## src/rtl/tdm_mon_pkg.sv

```systemverilog
package tdm_mon_pkg;

   // Per-cycle events produced by the two checkers
   typedef struct packed {
      logic clk_fault;
      logic frm_fault;
      logic frm_good;
   } mon_ev_t;

   // Bits needed to hold values 0..max_val
   function automatic int bits_for(input int max_val);
      int n;
      n = 1;
      while ((1 << n) <= max_val) n++;
      return n;
   endfunction

endpackage

```

## src/rtl/tdm_sync_rise.sv

```systemverilog
module tdm_sync_rise #(
   parameter int               STAGES = 2,
   parameter int               WIDTH  = 2,
   parameter logic [WIDTH-1:0] INVERT = '0
) (
   input  logic             clk,
   input  logic             rst_n,
   input  logic [WIDTH-1:0] din,
   output logic [WIDTH-1:0] rise
);

   if (STAGES < 2) begin : g_bad_stages
      $error("tdm_sync_rise: STAGES must be at least 2");
   end

   for (genvar b = 0; b < WIDTH; b++) begin : g_bit
      logic              lvl;
      logic [STAGES-1:0] sh;
      logic              last;

      // Polarity variant picked at elaboration
      if (INVERT[b]) begin : g_inv
         assign lvl = ~din[b];
      end else begin : g_pass
         assign lvl = din[b];
      end

      always_ff @(posedge clk) begin
         if (!rst_n) begin
            sh   <= '0;
            last <= 1'b0;
         end else begin
            sh   <= {sh[STAGES-2:0], lvl};
            last <= sh[STAGES-1];
         end
      end

      assign rise[b] = sh[STAGES-1] & ~last;
   end

endmodule

```

## src/rtl/tdm_bclk_timer.sv

```systemverilog
module tdm_bclk_timer
   import tdm_mon_pkg::*;
#(
   parameter int NOM_TICKS = 12,
   parameter int TOL_TICKS = 3
) (
   input  logic clk,
   input  logic rst_n,
   input  logic edge_seen,
   output logic fault
);

   localparam int LO_LIM = NOM_TICKS - TOL_TICKS;
   localparam int HI_LIM = NOM_TICKS + TOL_TICKS;
   localparam int GW     = bits_for(HI_LIM + 1);

   logic [GW-1:0] gap;
   logic          armed;
   logic          early_or_late;
   logic          stalled;

   // gap equals the distance in cycles to the previous edge when edge_seen
   assign early_or_late = armed && edge_seen &&
                          ((gap < GW'(LO_LIM)) || (gap > GW'(HI_LIM)));
   assign stalled       = armed && !edge_seen && (gap > GW'(HI_LIM));
   assign fault         = early_or_late || stalled;

   always_ff @(posedge clk) begin
      if (!rst_n) begin
         gap   <= '0;
         armed <= 1'b0;
      end else begin
         if (edge_seen) begin
            gap <= GW'(1);
         end else if (gap <= GW'(HI_LIM)) begin
            gap <= gap + GW'(1);
         end

         if (edge_seen) begin
            armed <= 1'b1;
         end else if (stalled) begin
            armed <= 1'b0;
         end
      end
   end

endmodule

```

## src/rtl/tdm_frame_counter.sv

```systemverilog
module tdm_frame_counter
   import tdm_mon_pkg::*;
#(
   parameter int FRAME_CYCLES = 1024
) (
   input  logic clk,
   input  logic rst_n,
   input  logic bit_edge,
   input  logic frame_edge,
   output logic fault,
   output logic good,
   output logic seen
);

   localparam int FW = bits_for(FRAME_CYCLES + 1);

   logic [FW-1:0] cnt;
   logic          armed;
   logic          overrun;
   logic          count_hit;

   assign count_hit = (cnt == FW'(FRAME_CYCLES));
   assign overrun   = armed && !frame_edge && bit_edge && count_hit;
   assign good      = armed && frame_edge && count_hit;
   assign fault     = (armed && frame_edge && !count_hit) || overrun;

   always_ff @(posedge clk) begin
      if (!rst_n) begin
         cnt   <= '0;
         armed <= 1'b0;
         seen  <= 1'b0;
      end else if (frame_edge) begin
         cnt   <= bit_edge ? FW'(1) : FW'(0);
         armed <= 1'b1;
         seen  <= 1'b1;
      end else begin
         if (bit_edge && (cnt != FW'(FRAME_CYCLES + 1))) begin
            cnt <= cnt + FW'(1);
         end
         if (overrun) begin
            armed <= 1'b0;
         end
      end
   end

endmodule

```

## src/rtl/tdm_pair_monitor.sv

```systemverilog
module tdm_pair_monitor
   import tdm_mon_pkg::*;
#(
   parameter int NOM_TICKS        = 12,
   parameter int TOL_TICKS        = 3,
   parameter int FRAME_CYCLES     = 1024,
   parameter int SYNC_STAGES      = 2,
   parameter bit FSYNC_ACTIVE_LOW = 1'b0
) (
   input  logic clk,
   input  logic rst_n,
   input  logic bclk_in,
   input  logic fsync_in,
   input  logic clr_clk_err,
   input  logic clr_frm_err,
   output logic clk_err,
   output logic frm_err,
   output logic pair_bad,
   output logic pair_valid
);

   if (NOM_TICKS < 2) begin : g_bad_nom
      $error("tdm_pair_monitor: NOM_TICKS must be at least 2");
   end
   if (TOL_TICKS < 0 || TOL_TICKS >= NOM_TICKS) begin : g_bad_tol
      $error("tdm_pair_monitor: TOL_TICKS must lie in 0..NOM_TICKS-1");
   end
   if (FRAME_CYCLES < 2) begin : g_bad_frame
      $error("tdm_pair_monitor: FRAME_CYCLES must be at least 2");
   end

   localparam logic [1:0] POL_MASK = {FSYNC_ACTIVE_LOW, 1'b0};

   logic [1:0] rises;
   logic       bclk_rise;
   logic       fs_rise;
   logic       frame_seen;
   logic       clean;
   logic       tmr_fault;
   mon_ev_t    ev;

   tdm_sync_rise #(
      .STAGES (SYNC_STAGES),
      .WIDTH  (2),
      .INVERT (POL_MASK)
   ) u_sync (
      .clk   (clk),
      .rst_n (rst_n),
      .din   ({fsync_in, bclk_in}),
      .rise  (rises)
   );

   assign bclk_rise = rises[0];
   assign fs_rise   = rises[1];

   tdm_bclk_timer #(
      .NOM_TICKS (NOM_TICKS),
      .TOL_TICKS (TOL_TICKS)
   ) u_timer (
      .clk       (clk),
      .rst_n     (rst_n),
      .edge_seen (bclk_rise),
      .fault     (tmr_fault)
   );

   tdm_frame_counter #(
      .FRAME_CYCLES (FRAME_CYCLES)
   ) u_frame (
      .clk        (clk),
      .rst_n      (rst_n),
      .bit_edge   (bclk_rise),
      .frame_edge (fs_rise),
      .fault      (ev.frm_fault),
      .good       (ev.frm_good),
      .seen       (frame_seen)
   );

   // Clock faults count only once framing has started
   assign ev.clk_fault = tmr_fault && frame_seen;

   // Sticky flags: a new fault wins over a clear in the same cycle
   always_ff @(posedge clk) begin
      if (!rst_n) begin
         clk_err <= 1'b0;
         frm_err <= 1'b0;
      end else begin
         if (ev.clk_fault)      clk_err <= 1'b1;
         else if (clr_clk_err)  clk_err <= 1'b0;
         if (ev.frm_fault)      frm_err <= 1'b1;
         else if (clr_frm_err)  frm_err <= 1'b0;
      end
   end

   // Live validity: needs one whole clean frame to come back
   always_ff @(posedge clk) begin
      if (!rst_n) begin
         pair_valid <= 1'b0;
         clean      <= 1'b0;
      end else begin
         if (ev.clk_fault || ev.frm_fault) begin
            pair_valid <= 1'b0;
         end else if (ev.frm_good && clean) begin
            pair_valid <= 1'b1;
         end

         if (fs_rise) begin
            clean <= !ev.clk_fault;
         end else if (ev.clk_fault) begin
            clean <= 1'b0;
         end
      end
   end

   assign pair_bad = clk_err | frm_err;

endmodule

```

## config.mk

```make
export PLATFORM = sky130hd
export DESIGN_NAME = tdm_pair_monitor
export DESIGN_NICKNAME = d
export VERILOG_FILES = /design/src/rtl/tdm_mon_pkg.sv /design/src/rtl/tdm_sync_rise.sv /design/src/rtl/tdm_bclk_timer.sv /design/src/rtl/tdm_frame_counter.sv /design/src/rtl/tdm_pair_monitor.sv
export SDC_FILE = /design/constraint.sdc
export NUM_CORES = 1
export LEC_CHECK = 0
export ABC_CLOCK_PERIOD_IN_PS = 1900
export BUFFER_PORTS_ARGS = -buffer_cell sky130_fd_sc_hd__buf_2
export CAP_MARGIN = 30
export CORE_MARGIN = 3
export CORE_UTILIZATION = 55
export CTS_CLUSTER_DIAMETER = 200
export CTS_CLUSTER_SIZE = 12
export DETAILED_ROUTE_END_ITERATION = 8
export PLACE_DENSITY = 0.74
export SETUP_SLACK_MARGIN = 0.02
export SLEW_MARGIN = 20
export SYNTH_ARGS = -nofsm -noshare
export SYNTH_HDL_FRONTEND = slang
export SYNTH_SLANG_ARGS = --single-unit
```

## constraint.sdc

```tcl
create_clock -name clk -period 1.9 [get_ports clk]
set_input_delay 0.285 -clock clk [delete_from_list [all_inputs] [get_ports clk]]
set_output_delay 0.285 -clock clk [all_outputs]
set_load 0.02 [all_outputs]
```

==> results of run 1 <==
## power by group
| group | total [uW] | internal (uW) | switching (uW) | leakage (uW) |
|---|---|---|---|---|
| sequential | 639 | 624 | 15.4 | 0.000236 |
| combinational | 54.5 | 23.4 | 31.1 | 0.000280 |
| clock | 366 | 174 | 192 | 0.0000314 |
## flip-flops by register name, indices dropped and copies added, names as in the netlist
signal / flops
u_frame.cnt: 11
u_timer.gap: 5
u_sync.g_bit.sh: 4
u_sync.g_bit.last: 2
clean: 1
clk_err: 1
frm_err: 1
pair_valid: 1
u_frame.armed: 1
u_frame.seen: 1
u_timer.armed: 1
## stage by stage
step                      setup slack, ns  hold WS (ns)  instance area (sq um)
after global routing              0.03329        0.1784                   1428
after floorplan                    0.4072        0.4119                   1310
after detailed placement           0.2015        0.4217                   1373
final                              0.2073        0.1759                   1428
after CTS                          0.1822        0.1637                   1428
after global placement             0.3490        0.4196                   1373
## layer usage
layer	part of all wire (%)	routed length [um]	GRT usage [%]
met4	2.8	67	12.86
met3	3.0	74	5.722
met1	47	1146	22.39
met5	0	0	0
met2	47	1140	32.28
## cells by family (layout without fill, tap and decap cells)
| kind of cell | after synthesis | after routing | share of synthesized area [%] |
|---|---|---|---|
| buffers and inverters | 10 | 21 | 3.056 |
| AOI/OAI and AO/OA | 31 | 31 | 16.04 |
| adders and majority gates | 5 | 5 | 4.776 |
| muxes | 1 | 1 | 0.7641 |
| and+or+nand+nor | 63 | 63 | 25.69 |
| xor gates and xnor gates | 8 | 8 | 5.349 |
| DFF | 29 | 29 | 44.32 |
## cell usage in the layout, fill, tap and decap left out, types with 2 or more instances in the layout
cell type | Yosys | routed
nand2_1 | 10 | 10
a21oi_1 | 7 | 7
nor4b_1 | 2 | 2
o21ai_0 | 7 | 7
and2_1 | 7 | 7
nand3b_1 | 2 | 2
nor2_1 | 13 | 13
nor2b_1 | 4 | 4
ha_1 | 5 | 5
o22ai_1 | 2 | 2
clkbuf_4 | 0 | 5
nand2b_1 | 3 | 3
xor2_1 | 6 | 6
nand3_1 | 7 | 7
buf_2 | 2 | 9
nand4_1 | 2 | 2
inv_1 | 4 | 4
xnor2_1 | 2 | 2
or3_1 | 3 | 3
a211oi_1 | 2 | 2
dfxtp_1 | 29 | 29
o21ai_1 | 3 | 3
a21boi_0 | 2 | 2
nor3_1 | 4 | 4
## layout make-up
cell class | instances | area (sq um) | area share [%]
Tap cell | 28 | 35.03 | 2.454
Clock buffer | 7 | 55.05 | 3.856
Timing Repair Buffer | 10 | 52.55 | 3.681
Inverter | 4 | 15.01 | 1.052
Sequential cell | 29 | 580.6 | 40.67
Multi-Input combinational cell | 108 | 689.4 | 48.29
## path summary, 6_finish.rpt
kind / from / end / depth (start not counted)
worst max-delay path: u_timer.gap[0] / u_timer.gap[0] / 6
worst min-delay path: fsync_in / u_sync.g_bit[1].sh[0] / 2
worst max register to register: u_timer.gap[0] / u_timer.gap[0] / 6
worst min register to register: u_sync.g_bit[1].sh[0] / u_sync.g_bit[1].sh[1] / 1
==> flow_summary.yaml, run 1 <==
worst_setup_path:
  path_delay_family: "adder cells"
  cp_cell_sequence: "ha_1, and3_1, ha_1, nor2_1, xor2_1, a21boi_0"
  worstSetupEndpointType: "flop"
  max_stage_delay_ns: 0.37
  rrSetupSlack_ns: 0.21
  critPathBufInv: 0
  start_kind: "flop"
  crit_path_top_delay_cell: "dfxtp_1"
  arrival_ns: 1.87
  cp.required_ns: 2.08
  cp_max_fo: 7
  critPathKind: "flop to flop"
  crit_top_cell: "ha_1"
route:
  drt_first_pass_iters: 2
  vias: 1024
  drc_errors: 0
  vias_per_cell: 5.505
  wl_per_cell_um: 13.06
  ant_nets: 0
  wl_mm: 2.429
  drtIter0Drc: 15
cells_and_area:
  syn_to_final_growth_pct: 8.978
  fillCellCount: 196
  drive_above_1_share_pct: 12.66
  post_layout_nonfiller_instances: 186
  nNetsFinal: 169
  fin_util_pct: 63.92
  diodes: 0
global_route:
  overflow: 0
  grt_usage_pct: 19.86
  grt_pass1_vias: 1000
  antenna_found_initial: 0
  grt_max_degree: 18
  grt_pass1_wl_mm: 4.126
timing:
  clock.fmax_mhz: 590.8
  slew_headroom_pct: 71.78
  fin_crit_ns: 1.693
  grt_setup_unrepaired: "false"
  worst_pin_slew_ns: 0.4232
  finClkSkew_ns: 0.004903
  setup_viol: 0
  tns_ns: 0
  period_share_pct: 89.09
  finalMaxSlewViolations: 0
  hold_violations: 0
pwr:
  p_leak_uw: 0.0005476
  p_total_uw: 1060
  powerDensity_nw_per_um2: 742.3
  ir_worst_vdd_v: 0.0005234
flow_run:
  max_cap_viol_count: 0
synth:
  synth_fp_nets: 158
  yosysWarnings: 0
  synth.most_common_cell: "dfxtp_1"
  synth-seq-cells: 29
  synth_area_sq_um: 1310
  synthCells: 147
  netlist_top_cells_area: "dfxtp_1 44%, ha_1 4.8%, xor2_1 4.0%, nor2_1 3.7%, and2_1 3.3%"
  synth_cell_types: 39
  syn_avg_cell_area_sq_um: 8.912
  yosysTopAreaCell: "dfxtp_1"
  synth_top_area_share_pct: 44.32
  async_reset_ff_share_pct: 0
  ys_seq_area_share_pct: 44.32
  synth-edff-count: 0
  synth_flop_cell: "dfxtp_1"
  yosys-top-cells-count: "29 x dfxtp_1, 13 x nor2_1, 10 x nand2_1"
die:
  coreArea_sq_um: 2233
  die_x_um: 54.81
  die-height_um: 54.81
  die-area_sq_um: 3004
  ios: 10
  start_util_pct: 58.66
  fp-row-count: 17
clocking:
  cts_buffers: 5
  cts-root-buf: "clkbuf_4"
  cts_tree: "built"
  cts_resized: 0
  postCtsSetupBuffers: 0
  clk_latency_ns: 0.32
  htreeDepth: 2
  cts_hold_repair.buffers: 0
  clkSlewWorstSetupHoldPaths_ns: 0.08
  cts_num_sinks: 29
  cts_buffer_depth: 2
outcome:
  status: "complete, no violations"
hold_path:
  min_path_type: "input pin to flop"
place:
  dp.cells: 179
  port_buffers: 9
  gp_congestion: 0.8121
  hpwlAfterDp_mm: 1.744
Note: power is estimated with default switching activity, not from simulation.
==> run 2, diff against run 1 <==
--- a/config.mk
+++ b/config.mk
@@ -6,7 +6,7 @@
 export NUM_CORES = 1
 export LEC_CHECK = 0
 export ABC_CLOCK_PERIOD_IN_PS = 1900
-export BUFFER_PORTS_ARGS = -buffer_cell sky130_fd_sc_hd__buf_2
+export BUFFER_PORTS_ARGS = -buffer_cell sky130_fd_sc_hd__buf_4
 export CAP_MARGIN = 30
 export CORE_MARGIN = 3
 export CORE_UTILIZATION = 55
==> flow_summary.yaml, run 2 (synthesis gave the netlist of run 1 again) <==
outcome:
  status: "complete, no violations"
place:
  port_buffers: 9
  hpwlAfterDp_mm: 1.744
  gp_congestion: 0.7794
clocking:
  cts_resized: 0
  clkSlewWorstSetupHoldPaths_ns: 0.09
  clk_latency_ns: 0.32
  cts_hold_repair.buffers: 0
  cts-root-buf: "clkbuf_4"
  cts_buffers: 5
  postCtsSetupBuffers: 0
  cts_tree: "built"
  cts_num_sinks: 29
  htreeDepth: 2
  cts_buffer_depth: 2
cells_and_area:
  syn_to_final_growth_pct: 10.98
  top_regs: "u_frame.cnt x11, u_timer.gap x5, u_sync.g_bit.sh x4"
  fillCellCount: 197
  regMostFlops: "u_frame.cnt"
  fin_util_pct: 65.10
  drive_above_1_share_pct: 13.75
  nNetsFinal: 170
  diodes: 0
  layout_commonest_cell: "dfxtp_1"
  largest_reg_flops: 11
  layout_common_cells: "29 x dfxtp_1, 13 x nor2_1, 11 x buf_4, 10 x nand2_1"
die:
  die_x_um: 54.81
  fp-row-count: 17
  start_util_pct: 58.66
  die-height_um: 54.81
  coreArea_sq_um: 2233
  die-area_sq_um: 3004
  ios: 10
global_route:
  antenna_found_initial: 0
  grt_pass1_vias: 907
  grt_max_degree: 18
  grt_usage_pct: 19.26
  grt_pass1_wl_mm: 3.960
  overflow: 0
route:
  drtIter0Drc: 21
  drc_errors: 0
  drt_first_pass_iters: 4
  wl_per_cell_um: 12.76
  vias: 1021
  vias_per_cell: 5.431
  ant_nets: 0
  wl_mm: 2.398
worst_setup_path:
  start_kind: "flop"
  timing.rr.start: "u_timer.gap[0]"
  rrSetupSlack_ns: 0.21
  critPathKind: "flop to flop"
  cp_max_fo: 7
  crit_start: "u_timer.gap[0]"
  worstRegToRegCells: 6
  reg2reg_to: "u_timer.gap[0]"
  arrival_ns: 1.90
  worstSetupEndpointType: "flop"
  cp.required_ns: 2.12
pwr:
  p_leak_uw: 0.0005564
  ir_worst_vdd_v: 0.0005491
  powerDensity_nw_per_um2: 719.1
timing:
  slew_headroom_pct: 73.73
  fin_crit_ns: 1.686
  setup_viol: 0
  period_share_pct: 88.74
  tns_ns: 0
  worst_pin_slew_ns: 0.3905
  grt_setup_unrepaired: "false"
  clock.fmax_mhz: 593.1
  finClkSkew_ns: 0.008142
  hold_violations: 0
  finalMaxSlewViolations: 0
hold_path:
  holdPathEnd: "u_sync.g_bit[1].sh[0]"
  hold_start: "fsync_in"
  min_path_type: "input pin to flop"
  holdPathStages: 2
flow_run:
  max_cap_viol_count: 0
## run 2: cell types whose count changed in the layout (fill, tap and decap cells not counted), sizes merged
cell / delta
buf: +1
clkinv: +2
clkbuf: -1
## run 2: worst max-delay path: stages, from the launching register on
cell	delay, ns
dfxtp_1	0.38
ha_1	0.23
and3_1	0.19
ha_1	0.26
nor2_1	0.24
xor2_1	0.19
a21boi_0	0.10
## run 2: layout make-up
cell class	count	area, sq um	area share (%)
inverters	4	15.01	1.033
well taps	28	35.03	2.410
flip-flops and latches	29	580.6	39.93
clock inverters	2	10.01	0.6885
multi-input cells	108	689.4	47.42
repair buffers	11	82.58	5.680
clock buffers	6	41.29	2.840
## run 2: per-stage QoR
stage          area [sq um]  hold slack, ns  setup WS [ns]  cells  power, uW
6_report               1454          0.1634         0.2140    188       1045
2_1_floorplan          1310          0.4119         0.4072    147      689.9
5_1_grt                1454          0.1433        0.02013    188       1099
3_3_place_gp           1403          0.4187         0.3696    180      708.8
4_1_cts                1454          0.1425         0.1786    188       1066
3_5_place_dp           1403          0.4241         0.2054    180      714.0
## run 2: worst max path at each step
stage and endpoint:
6_report u_timer.gap[0], 4_1_cts u_timer.gap[0], 2_1_floorplan u_timer.gap[0], 5_1_grt u_timer.gap[0], 3_5_place_dp u_timer.gap[0], 3_3_place_gp u_timer.gap[0]
## run 2: power by group
part | switching (uW) | internal (uW) | leakage [uW]
Combinational | 31.7 | 27.7 | 0.000288
Sequential | 15.4 | 624 | 0.000236
Clock | 206 | 141 | 0.0000320
Total | 253 | 792 | 0.000556
## run 2: per-layer routing
layer,wire (um),track usage (%),vias up
met5,0,0,-
met3,107,8.174,4
met2,1111,31.10,17
li1,-,-,540
met4,34,8.714,0
met1,1145,21.80,460
==> run 3, diff against run 2 <==
--- a/config.mk
+++ b/config.mk
@@ -5,7 +5,6 @@
 export SDC_FILE = /design/constraint.sdc
 export NUM_CORES = 1
 export LEC_CHECK = 0
-export ABC_CLOCK_PERIOD_IN_PS = 1900
 export BUFFER_PORTS_ARGS = -buffer_cell sky130_fd_sc_hd__buf_4
 export CAP_MARGIN = 30
 export CORE_MARGIN = 3
@@ -18,4 +17,5 @@
 export SLEW_MARGIN = 20
 export SYNTH_ARGS = -nofsm -noshare
 export SYNTH_HDL_FRONTEND = slang
+export SYNTH_HIERARCHICAL = 1
 export SYNTH_SLANG_ARGS = --single-unit
==> flow_summary.yaml, run 3 <==
outcome:
  status: "complete, no violations"
hold_path:
  min_path_type: "input pin to flop"
pwr:
  pwr-share-comb_pct: 7.2
  p_leak_uw: 0.0006167
  ir_worst_vdd_v: 0.0006154
  clock_power_share_pct: 33.1
  p_int_uw: 806.6
  p_total_uw: 1081
  netSwitchingFraction_pct: 25.37
  p_switching_uw: 274.1
  pwr-share-seq_pct: 59.7
  powerDensity_nw_per_um2: 687.1
global_route:
  grt_pass1_vias: 1124
  grt_usage_pct: 19.65
  grt_max_degree: 18
  overflow: 0
  antenna_found_initial: 0
  grt_pass1_wl_mm: 4.788
timing:
  setup_viol: 0
  clock.fmax_mhz: 571.4
  worst_pin_slew_ns: 0.4563
  fin_crit_ns: 1.750
  hold_violations: 0
  slew_headroom_pct: 69.30
  finalMaxSlewViolations: 0
  layout_setup_ws_ns: 0.1499
  finClkSkew_ns: 0.01259
  tns_ns: 0
  grt_setup_unrepaired: "false"
  period_share_pct: 92.11
route:
  drc_errors: 0
  wl_mm: 2.811
  wl_per_cell_um: 14.27
  drt_first_pass_iters: 4
  vias: 1150
  drtIter0Drc: 39
  ant_nets: 0
  vias_per_cell: 5.838
synth:
  yosys-top-cells-count: "29 x dfxtp_1, 10 x a21oi_1, 10 x nand2_1"
  synth_flop_cell: "dfxtp_1"
  netlist_top_cells_area: "dfxtp_1 42%, ha_1 4.5%, a21oi_1 3.6%, mux2i_1 2.9%, a31oi_1 2.7%"
  synth-edff-count: 0
  synth.most_common_cell: "dfxtp_1"
  ys_seq_area_share_pct: 42.18
  syn_avg_cell_area_sq_um: 9.363
  synth-seq-cells: 29
  yosysWarnings: 6
  synth_cell_types: 43
  synthCells: 147
  synth_top_area_share_pct: 42.18
  synth_fp_nets: 158
  async_reset_ff_share_pct: 0
  synth_area_sq_um: 1376
  yosysTopAreaCell: "dfxtp_1"
worst_setup_path:
  cp_max_fo: 6
  cp.required_ns: 2.13
  crit_path_top_delay_cell: "dfxtp_2"
  critPathBufInv: 1
  worstSetupEndpointType: "flop"
  max_stage_delay_ns: 0.36
  path_delay_family: "simple AND/OR/NAND/NOR gates"
  arrival_ns: 1.98
  critPathKind: "flop to flop"
  start_kind: "flop"
  cp_cell_sequence: "ha_1, and3_2, ha_2, inv_1, a32o_1, nand2_1, and4bb_2"
die:
  die-height_um: 56.03
  fp-row-count: 17
  coreArea_sq_um: 2297
  die-area_sq_um: 3139
  start_util_pct: 59.91
  ios: 10
  die_x_um: 56.03
cells_and_area:
  diodes: 0
  fillCellCount: 177
  nNetsFinal: 179
  multiInputGateArea_sq_um: 764.5
  largest_reg_flops: 11
  regMostFlops: "u_frame/cnt"
  layout_commonest_cell: "dfxtp_1"
  syn_to_final_growth_pct: 14.27
  top_regs: "u_frame/cnt x11, u_timer/gap x5, u_sync/g_bit.sh x4"
  register_area_sq_um: 583.1
  layout_common_cells: "27 x dfxtp_1, 14 x buf_4, 10 x nand2_1, 10 x a21oi_1"
  drive_above_1_share_pct: 21.30
place:
  hpwlAfterDp_mm: 2.031
  post-place-ws_ns: 0.09465
  port_buffers: 9
  gp_congestion: 0.7965
clocking:
  htreeDepth: 2
  clkSlewWorstSetupHoldPaths_ns: 0.10
  cts-root-buf: "clkbuf_4"
  cts_hold_repair.buffers: 0
  cts_num_sinks: 29
  cts_buffers: 5
  postCtsSetupBuffers: 0
  cts_buffer_depth: 2
  cts_tree: "built"
  clk_latency_ns: 0.33
flow_run:
  max_cap_viol_count: 0
[run 3: final timing paths]
check                             start               endpoint  slack [ns]  depth (start not counted)
setup / recovery         u_timer/gap[0]             pair_valid        0.15                          7
hold / removal                  bclk_in  u_sync/g_bit[0].sh[0]        0.16                          2
setup reg to reg         u_timer/gap[0]             pair_valid        0.15                          7
hold reg to reg   u_sync/g_bit[1].sh[0]  u_sync/g_bit[1].sh[1]        0.44                          1
[run 3: layer usage]
layer  vias up  GRT usage [%]  wire (um)
met5         -              0          0
met4         0          9.831         63
met3         7          7.657        137
met2        38          30.05       1279
met1       524          23.80       1331
li1        581              -          -
[run 3: layout make-up]
type                       count  share of cell area (%)
timing repair buffer          14                   6.683
inverter                       9                   2.148
multi-input combinational    109                   48.61
sequential                    29                   37.07
clock inverter                 2                  0.6364
tap                           28                   2.228
clock buffer                   6                   2.625
[run 3: what timing repair did]
action	in CTS	in global routing
resized for setup	0	3
setup endpoints to repair	0	3
endpoints found under the hold margin	0	0
[run 3: through the flow]
stage                     instances  hold WS [ns]  util (%)  area (sq um)
final                           197        0.1642     68.46          1573
after global routing            197        0.1425     68.46          1573
after CTS                       197        0.1492     68.25          1568
after detailed placement        189        0.4233     66.01          1516
after global placement          189        0.4173     66.01          1516
after floorplan                 147        0.4025         -          1376
[run 3: power by group through the flow]
stage	sequential (uW)	clock (uW)	combinational (uW)
after floorplan	655	0	48.5
after global placement	656	0	74.5
after detailed placement	658	0	77.1
after CTS	644	376	77.4
after global routing	648	405	88.0
final	645	358	77.7
[run 3: kinds of logic after synthesis]
family	share of synthesized area [%]
AO/OA/AOI/OAI	17.45
XOR/XNOR	1.273
adder cells (fa/ha/maj)	4.545
buffers and inverters	2.454
flip-flops	42.18
multiplexers	2.909
AND/OR/NAND/NOR	29.18
